[config.mk]
export PLATFORM = sky130hd
export DESIGN_NAME = fet_diode_guard
export DESIGN_NICKNAME = d
export VERILOG_FILES = /design/src/rtl/fet_diode_guard.sv
export SDC_FILE = /design/constraint.sdc
export NUM_CORES = 1
export LEC_CHECK = 0
export BUFFER_PORTS_ARGS = -buffer_cell sky130_fd_sc_hd__buf_2
export CORE_MARGIN = 2
export CORE_UTILIZATION = 58
export DETAILED_ROUTE_END_ITERATION = 10
export PLACE_DENSITY_LB_ADDON = 0.2
export SLEW_MARGIN = 0
export SYNTH_ARGS = -nofsm -noshare
export SYNTH_HDL_FRONTEND = slang
export SYNTH_SLANG_ARGS = --single-unit
[constraint.sdc]
create_clock -name clk -period 3.6 [get_ports clk]
set_input_delay 0 -clock clk [delete_from_list [all_inputs] [get_ports clk]]
set_output_delay 0 -clock clk [all_outputs]
set_load 0.05 [all_outputs]
[src/rtl/fet_diode_guard.sv]
module fet_diode_guard #(
  parameter int CUR_W = 16
) (
  input  logic                    clk,
  input  logic                    rst,
  input  logic                    series_mode,
  input  logic [3:0]              fet_en,
  input  logic                    chg_req,
  input  logic                    dsg_req,
  input  logic                    pchg_req,
  input  logic                    pdsg_req,
  input  logic                    cur_valid,
  input  logic signed [CUR_W-1:0] cur_sample,
  input  logic [CUR_W-1:0]        chg_thresh,
  input  logic [CUR_W-1:0]        dsg_thresh,
  input  logic [CUR_W-1:0]        hyst,
  output logic                    chg_on,
  output logic                    dsg_on,
  output logic                    pchg_on,
  output logic                    pdsg_on,
  output logic                    chg_ovr,
  output logic                    dsg_ovr
);
  localparam int CH = 0, DS = 1, PC = 2, PD = 3;

  logic             neg;
  logic [CUR_W-1:0] in_mag, out_mag, in_floor, out_floor;
  logic             in_path, out_path, chg_arm, dsg_arm;
  logic             chg_ovr_d, dsg_ovr_d;

  assign neg       = cur_sample[CUR_W-1];
  assign in_mag    = neg ? '0 : cur_sample;
  assign out_mag   = neg ? (~cur_sample + 1'b1) : '0;
  assign in_floor  = (chg_thresh > hyst) ? chg_thresh - hyst : '0;
  assign out_floor = (dsg_thresh > hyst) ? dsg_thresh - hyst : '0;

  assign in_path  = (chg_req & fet_en[CH]) | (pchg_req & fet_en[PC]);
  assign out_path = (dsg_req & fet_en[DS]) | (pdsg_req & fet_en[PD]);
  assign chg_arm  = series_mode & fet_en[CH] & ~chg_req & out_path;
  assign dsg_arm  = series_mode & fet_en[DS] & ~dsg_req & in_path;

  always_comb begin
    chg_ovr_d = chg_ovr;
    if (!chg_arm) chg_ovr_d = 1'b0;
    else if (cur_valid) begin
      if (out_mag > dsg_thresh)      chg_ovr_d = 1'b1;
      else if (out_mag <= out_floor) chg_ovr_d = 1'b0;
    end
    dsg_ovr_d = dsg_ovr;
    if (!dsg_arm) dsg_ovr_d = 1'b0;
    else if (cur_valid) begin
      if (in_mag > chg_thresh)      dsg_ovr_d = 1'b1;
      else if (in_mag <= in_floor)  dsg_ovr_d = 1'b0;
    end
  end

  always_ff @(posedge clk) begin
    if (rst) begin
      {chg_ovr, dsg_ovr}                   <= '0;
      {chg_on, dsg_on, pchg_on, pdsg_on}   <= '0;
    end else begin
      chg_ovr <= chg_ovr_d;
      dsg_ovr <= dsg_ovr_d;
      chg_on  <= fet_en[CH] & (chg_req | chg_ovr_d);
      dsg_on  <= fet_en[DS] & (dsg_req | dsg_ovr_d);
      pchg_on <= fet_en[PC] & pchg_req;
      pdsg_on <= fet_en[PD] & pdsg_req;
    end
  end


  reset_clear_chk: assert property (@(posedge clk)
    rst |=> !(chg_on || dsg_on || pchg_on || pdsg_on || chg_ovr || dsg_ovr));


  chg_set_chk: assert property (@(posedge clk) disable iff (rst)
    (cur_valid && series_mode && fet_en[0] && !chg_req && cur_sample < 0 &&
     ((dsg_req && fet_en[1]) || (pdsg_req && fet_en[3])) && out_mag > dsg_thresh)
    |=> (chg_ovr && chg_on));


  dsg_set_chk: assert property (@(posedge clk) disable iff (rst)
    (cur_valid && series_mode && fet_en[1] && !dsg_req && cur_sample > 0 &&
     ((chg_req && fet_en[0]) || (pchg_req && fet_en[2])) && in_mag > chg_thresh)
    |=> (dsg_ovr && dsg_on));


  parallel_no_ovr_chk: assert property (@(posedge clk) disable iff (rst)
    !series_mode |=> (!chg_ovr && !dsg_ovr));


  masked_off_chk: assert property (@(posedge clk) disable iff (rst)
    1'b1 |=> (({pdsg_on, pchg_on, dsg_on, chg_on} & ~$past(fet_en)) == 4'b0));


  no_strobe_chk: assert property (@(posedge clk) disable iff (rst)
    (!cur_valid && !chg_ovr && !dsg_ovr) |=> (!chg_ovr && !dsg_ovr));


  arm_drop_chk: assert property (@(posedge clk) disable iff (rst)
    (chg_req || dsg_req) |=> !(chg_ovr && $past(chg_req)) && !(dsg_ovr && $past(dsg_req)));


  pre_pass_chk: assert property (@(posedge clk) disable iff (rst)
    (pchg_req && fet_en[2]) |=> pchg_on);
endmodule

==> flow_metrics.tcl, run 1 <==
set metrics [dict create \
    grt_pass1_vias 4164 \
    ios 82 \
    drt-total-wl_um 11800 \
    fin_util 0.709 \
    comb_power_share 0.802 \
    synth_flop_cell "dfxtp_1" \
    clk_pin_slew_ps 40 \
    synthDistinctLibCells 54 \
    synthXorXnorAreaFrac 0.0674 \
    grt_use_met2 0.552 \
    slew_headroom 0.680 \
    r2r-start "dsg_ovr" \
    met1_usage 0.398 \
    vdd_drop_max_v 0.0000839 \
    hold_viol 0 \
    grt_usage 0.312 \
    whs_endpoint "pdsg_on" \
    wl_per_cell_um 16.3 \
    ant_nets 0 \
    min_path_type "in2reg" \
    hpwlAfterDp_um 10200 \
    synthAdderAreaFrac 0.315 \
    met3_usage 0.0192 \
    initial_core_util 0.607 \
    ys_ff_latch 6 \
    slowest_stage "or4b_2" \
    cp_max_fo 6 \
    place.gp.congestion 0.927 \
    worstHoldStart "pdsg_req" \
    diodes 0 \
    grt_pass1_wl_um 18700 \
    max_freq_ghz 0.300 \
    worst_ep_required_time_ps 3710 \
    busiest_layer "met2" \
    core_um2 6420 \
    power.leakage_nw 2.31 \
    numPortBuffers 81 \
    post-route-period-util 0.927 \
    cap_violations 0 \
    drv_slew 0 \
    end_kind "flip-flop" \
    synth_warnings 0 \
    clkPwrFrac 0.120 \
    seq_area_frac_synth 0.0308 \
    internal-power_mw 0.449 \
    finalCriticalPeriod_ps 3340 \
    power_density_nw_per_um2 193 \
    setup-tns-final_ps 0 \
    layout_commonest_cell "ha_1" \
    synth_edf_count 0 \
    setup_viol 0 \
    antenna_found_initial 0 \
    numClockSinks 6 \
    area_growth_pct 16.8 \
    synth_top_family_by_area "adder cells" \
    syn_nets 727 \
    synth_cells 554 \
    crit_path_start_kind "input pin" \
    drive_above_1_share 0.176 \
    die_area_um2 7400 \
    synth_compound_area_frac 0.224 \
    ff2ff_path_depth 4 \
    r2r_end "dsg_on" \
    rows 29 \
    avgSynthCellArea_um2 7.04 \
    skew_ps 0.175 \
    drt_iter0_drc 297 \
    outcome "complete, no violations" \
    power_switching_mw 0.432 \
    die_y_um 86.0 \
    muxShareOfSynthArea 0.00289 \
    overflow 0 \
    path_cells "buf_2 -> inv_1 -> ha_1 -> nand2_1 -> nor2_1 -> or4b_2 -> o211ai_1 -> o211ai_1 -> buf_4 -> buf_4 -> nand2_1 -> ha_1 -> nand2_1 -> nor2_1 -> a211oi_1 -> o21ai_0 -> o31ai_1 -> a41oi_1 -> o211a_1" \
    clk_latency_ps 230 \
    path_class "in2reg" \
    drc 0 \
    clockRootBuffer "clkbuf_8" \
    n_fill_cell 571 \
    grt_max_degree 32 \
    cts.path.max_buffers 2 \
    first_pass_iters 8 \
    arrival_ps 3450 \
    cts_buffers 3 \
    cts_htree_levels 1 \
    seqPwrFrac 0.078 \
    layout_common_cells "95 x ha_1, 81 x buf_2, 60 x inv_1" \
    syn_area_um2 3900 \
    viasPerCell 6.11 \
    nets 821 \
    cp_common_cell "nand2_1" \
    worst_pin_slew_ps 477 \
    cp_slowest_stage_delay_ps 640 \
    p_sw_frac 0.490 \
    cts_tree "built" \
    worstHoldPathCells 3 \
    yosys.area_share.simple 0.292 \
    r2r_setup_slack_ps 2390 \
    async_reset_ff_frac 0 \
    die_x_um 86.0 \
    vias 4418 \
]
## repair_timing
action,in CTS,in global routing
gates resized for setup,0,5
endpoints found under the setup margin,0,4
setup buffers,0,2
hold buffers,2,0
hold endpoints to repair,3,0
## cell usage after synthesis, types with 9 or more instances
library cell  instances  area [µm²]
ha_1                 95        1190
inv_1                60         225
nand2_1              52         195
a21oi_1              41         205
o21ai_0              33         165
nor2_1               30         113
nand4_1              22         138
nor2b_1              21         131
xnor2_1              21         184
nand3_1              16        80.1
nor3_1               11        55.1
and2_1               10        62.6
clkbuf_1             10        37.5
and3_1                9        56.3
nand2b_1              9        56.3
o211ai_1              9        67.6
xor2_1                9        78.8
## logic make-up after synthesis
kind of cell,Yosys count
flip-flops,6
buffers and inverters,70
AND/OR/NAND/NOR,212
multiplexers,1
XOR/XNOR,30
adder cells (fa/ha/maj),97
AO/OA/AOI/OAI,138
## layout make-up
| type | count | area, µm² | share of cell area |
|---|---|---|---|
| Tap cell | 77 | 96.3 | 0.0211 |
| Clock buffer | 3 | 41.3 | 0.00906 |
| Timing Repair Buffer | 99 | 546 | 0.120 |
| Sequential cell | 6 | 120 | 0.0264 |
| Multi-Input combinational cell | 478 | 3530 | 0.774 |
| Inverter | 60 | 225 | 0.0494 |
## how the worst max path moves through the flow
stage / depth (start not counted) / endpoint / startpoint / slack (ps)
after floorplan: 19 / chg_on / dsg_thresh[0] / 240
after global placement: 18 / dsg_on / chg_thresh[0] / 90
after detailed placement: 20 / chg_on / dsg_thresh[0] / -6
after CTS: 20 / chg_on / dsg_thresh[0] / 200
after global routing: 20 / chg_on / dsg_thresh[0] / -20
final: 19 / dsg_ovr / hyst[9] / 260
## worst max-delay path, delay by kind of cell
family	cells	cell delay (ps)
AOI/OAI and AO/OA	7	1270
and+or+nand+nor	6	1080
adders and majority gates	2	620
buffers and inverters	4	470
## power groups by stage
stage | clock [mW] | combinational (mW) | sequential [mW]
2_1_floorplan | 0 | 0.466 | 0.0769
3_3_place_gp | 0 | 0.659 | 0.0702
3_5_place_dp | 0 | 0.676 | 0.0702
4_1_cts | 0.105 | 0.684 | 0.0691
5_1_grt | 0.111 | 0.786 | 0.0692
6_report | 0.105 | 0.706 | 0.0691
## per-stage QoR
stage | area [µm²] | hold WS, ps | total power, mW | std cells | setup WS, ps
floorplan | 3900 | 72.4 | 0.543 | 554 | 242
global placement | 4470 | 191 | 0.730 | 716 | 85.9
detailed placement | 4470 | 198 | 0.746 | 716 | -5.71
CTS | 4530 | 11.0 | 0.858 | 721 | 196
global route | 4560 | 41.8 | 0.966 | 723 | -18.8
finish | 4560 | 9.13 | 0.881 | 723 | 263
## state kept, by name (all words and copies together), names as in the netlist
register  count
pdsg_on       1
chg_ovr       1
chg_on        1
pchg_on       1
dsg_on        1
dsg_ovr       1
## metal layers
metal	up-vias	part of all wire
met5	-	0
met4	0	0.030
met3	43	0.063
met2	211	0.46
met1	1954	0.44
li1	2210	-
(Power assumes the default switching activity.)
==> inputs of run 2 (changes only) <==
--- a/config.mk
+++ b/config.mk
@@ -10,4 +10,5 @@
 export CORE_UTILIZATION = 58
 export DETAILED_ROUTE_END_ITERATION = 10
+export MAX_ROUTING_LAYER = met4
 export PLACE_DENSITY_LB_ADDON = 0.2
 export SLEW_MARGIN = 0
==> constraint.sdc (replaced) <==
create_clock -name clk -period 3.6 [get_ports clk]
set_input_delay 0.72 -clock clk [delete_from_list [all_inputs] [get_ports clk]]
set_output_delay 0.72 -clock clk [all_outputs]
set_load 0.05 [all_outputs]
==> run 2 against run 1 <==
The flow now finishes with violations (negative setup slack). Sequential power about the same. Worst hold slack better by 680 ps. Combinational power up 54%. Via count up 31%. Setup slack got worse by 700 ps. Non-clock buffer count up 106. Critical path depth is the same. Power increased by 44%. Final area increased by 31%. Sequential cell count did not move. Clock-buffer cell count unchanged. Fmax fell by 17%. Critical path type unchanged. Critical endpoint is now chg_on. Largest power group unchanged.
==> flow_metrics.tcl, run 2 (synthesis gave the netlist of run 1 again) <==
set metrics [dict create \
    path_cells "buf_6 -> clkinvlp_4 -> buf_4 -> fa_2 -> a21o_1 -> a21oi_2 -> o21ai_2 -> buf_4 -> a31oi_1 -> nor2b_1 -> o21ai_0 -> o311ai_1 -> ha_1 -> nand3_2 -> nor3_4 -> o21ai_2 -> a31oi_1 -> a41oi_2 -> a21oi_1" \
    cts.path.max_buffers 2 \
    die_x_um 86.0 \
    setup_ws_ps -437 \
    ff2ff_path_depth 5 \
    slew_headroom 0.618 \
    worst_ep_required_time_ps 3760 \
    max_freq_ghz 0.248 \
    outcome "complete, but fails checks" \
    violations "negative setup slack" \
    vias 5774 \
    post_dp_cell_area_um2 5280 \
    min_path_type "in2reg" \
    post-route-period-util 1.12 \
    rows 29 \
    drt-total-wl_um 18300 \
    cts_htree_levels 1 \
    core_um2 6420 \
    nets 927 \
    worst_pin_slew_ps 568 \
    cp_top_family "compound AO/OA/AOI/OAI gates" \
    hpwlAfterDp_um 11200 \
    path_class "in2reg" \
    grt_pass1_vias 5149 \
    drt_iter0_drc 765 \
    cts_hold_buf 0 \
    wl_per_cell_um 22.0 \
    skew_ps 0.152 \
    antenna_found_initial 0 \
    first_pass_iters 7 \
    drive_above_1_share 0.399 \
    r2r_end "dsg_ovr" \
    cp_slowest_stage_delay_ps 340 \
    hold_viol 0 \
    whs_endpoint "pdsg_on" \
    r2r-start "dsg_ovr" \
    overflow 0 \
    cap_violations 0 \
    end_kind "flip-flop" \
    grt_usage 0.391 \
    numClockSinks 6 \
    r2r_setup_slack_ps 2310 \
    vdd_drop_max_v 0.000132 \
    worstHoldStart "rst" \
    grt_max_degree 32 \
    grt_pass1_wl_um 22800 \
    finalCriticalPeriod_ps 4040 \
    cp_max_fo 4 \
    power.leakage_nw 2.88 \
    die_y_um 86.0 \
    path_buf_inv 4 \
    fin_cells 829 \
    cts_buffers 3 \
    slowest_stage "ha_1" \
    layout_common_cells "119 x buf_4, 77 x buf_2, 71 x ha_1" \
    setup-tns-final_ps -1460 \
    die_area_um2 7400 \
    cts_tree "built" \
    drc 0 \
    diodes 0 \
    final_cell_area_um2 5960 \
    setup_viol 4 \
    arrival_ps 4190 \
    clk_latency_ps 230 \
    drv_slew 0 \
    crit_path_start_kind "input pin" \
    worstHoldPathCells 2 \
    layout_commonest_cell "buf_4" \
    power_density_nw_per_um2 213 \
    ios 82 \
    clk_pin_slew_ps 40 \
    place_ws_ps -576 \
    grt_setup_unrepaired "true" \
    ant_nets 0 \
    post-place-cells 807 \
    viasPerCell 6.97 \
    initial_core_util 0.607 \
    numPortBuffers 81 \
    area_growth_pct 52.7 \
    place.gp.congestion 0.954 \
    clockRootBuffer "clkbuf_8" \
]
-- run 2: power breakdown --
part | total (mW) | internal, mW | switching, mW
Clock | 0.105 | 0.0722 | 0.0329
Combinational | 1.09 | 0.504 | 0.589
Sequential | 0.0692 | 0.0687 | 0.000454
Total | 1.27 | 0.645 | 0.622
-- run 2: what timing repair did --
item	CTS	global route
pin swaps	22	43
cloned	1	0
setup buffers	7	13
setup endpoints to repair	4	4
resized for setup	29	61
-- run 2: worst max path at each step --
stage              end  depth (start not counted)          start  slack [ps]
2_1_floorplan   chg_on                         19  dsg_thresh[0]         -30
3_3_place_gp    chg_on                         19        hyst[0]        -420
3_5_place_dp    chg_on                         20  dsg_thresh[0]        -580
4_1_cts         chg_on                         15  cur_sample[4]        -170
5_1_grt        chg_ovr                         19        hyst[1]        -440
6_report        chg_on                         19        hyst[1]        -440
-- run 2: layer usage --
| metal | GRT usage | part of all wire | vias up |
|---|---|---|---|
| li1 | - | - | 2428 |
| met1 | 0.428 | 0.34 | 2546 |
| met2 | 0.680 | 0.45 | 580 |
| met3 | 0.0539 | 0.11 | 220 |
| met4 | 0.215 | 0.10 | 0 |
| met5 | - | 0 | - |
-- run 2: final cells by class --
| cell class | count | area, µm² |
|---|---|---|
| Fill cell | 239 | 464 |
| Timing Repair Buffer | 205 | 1390 |
| Clock buffer | 3 | 41.3 |
| Inverter | 60 | 234 |
| Sequential cell | 6 | 120 |
| Multi-Input combinational cell | 478 | 4070 |
| Tap cell | 77 | 96.3 |
-- run 2: through the flow --
stage | hold WS (ps) | total power [mW] | util
final | 693 | 1.27 | 0.928
after global routing | 714 | 1.33 | 0.928
after CTS | 697 | 1.05 | 0.859
after detailed placement | 782 | 0.889 | 0.823
after global placement | 729 | 0.849 | 0.823
after floorplan | 792 | 0.585 | -
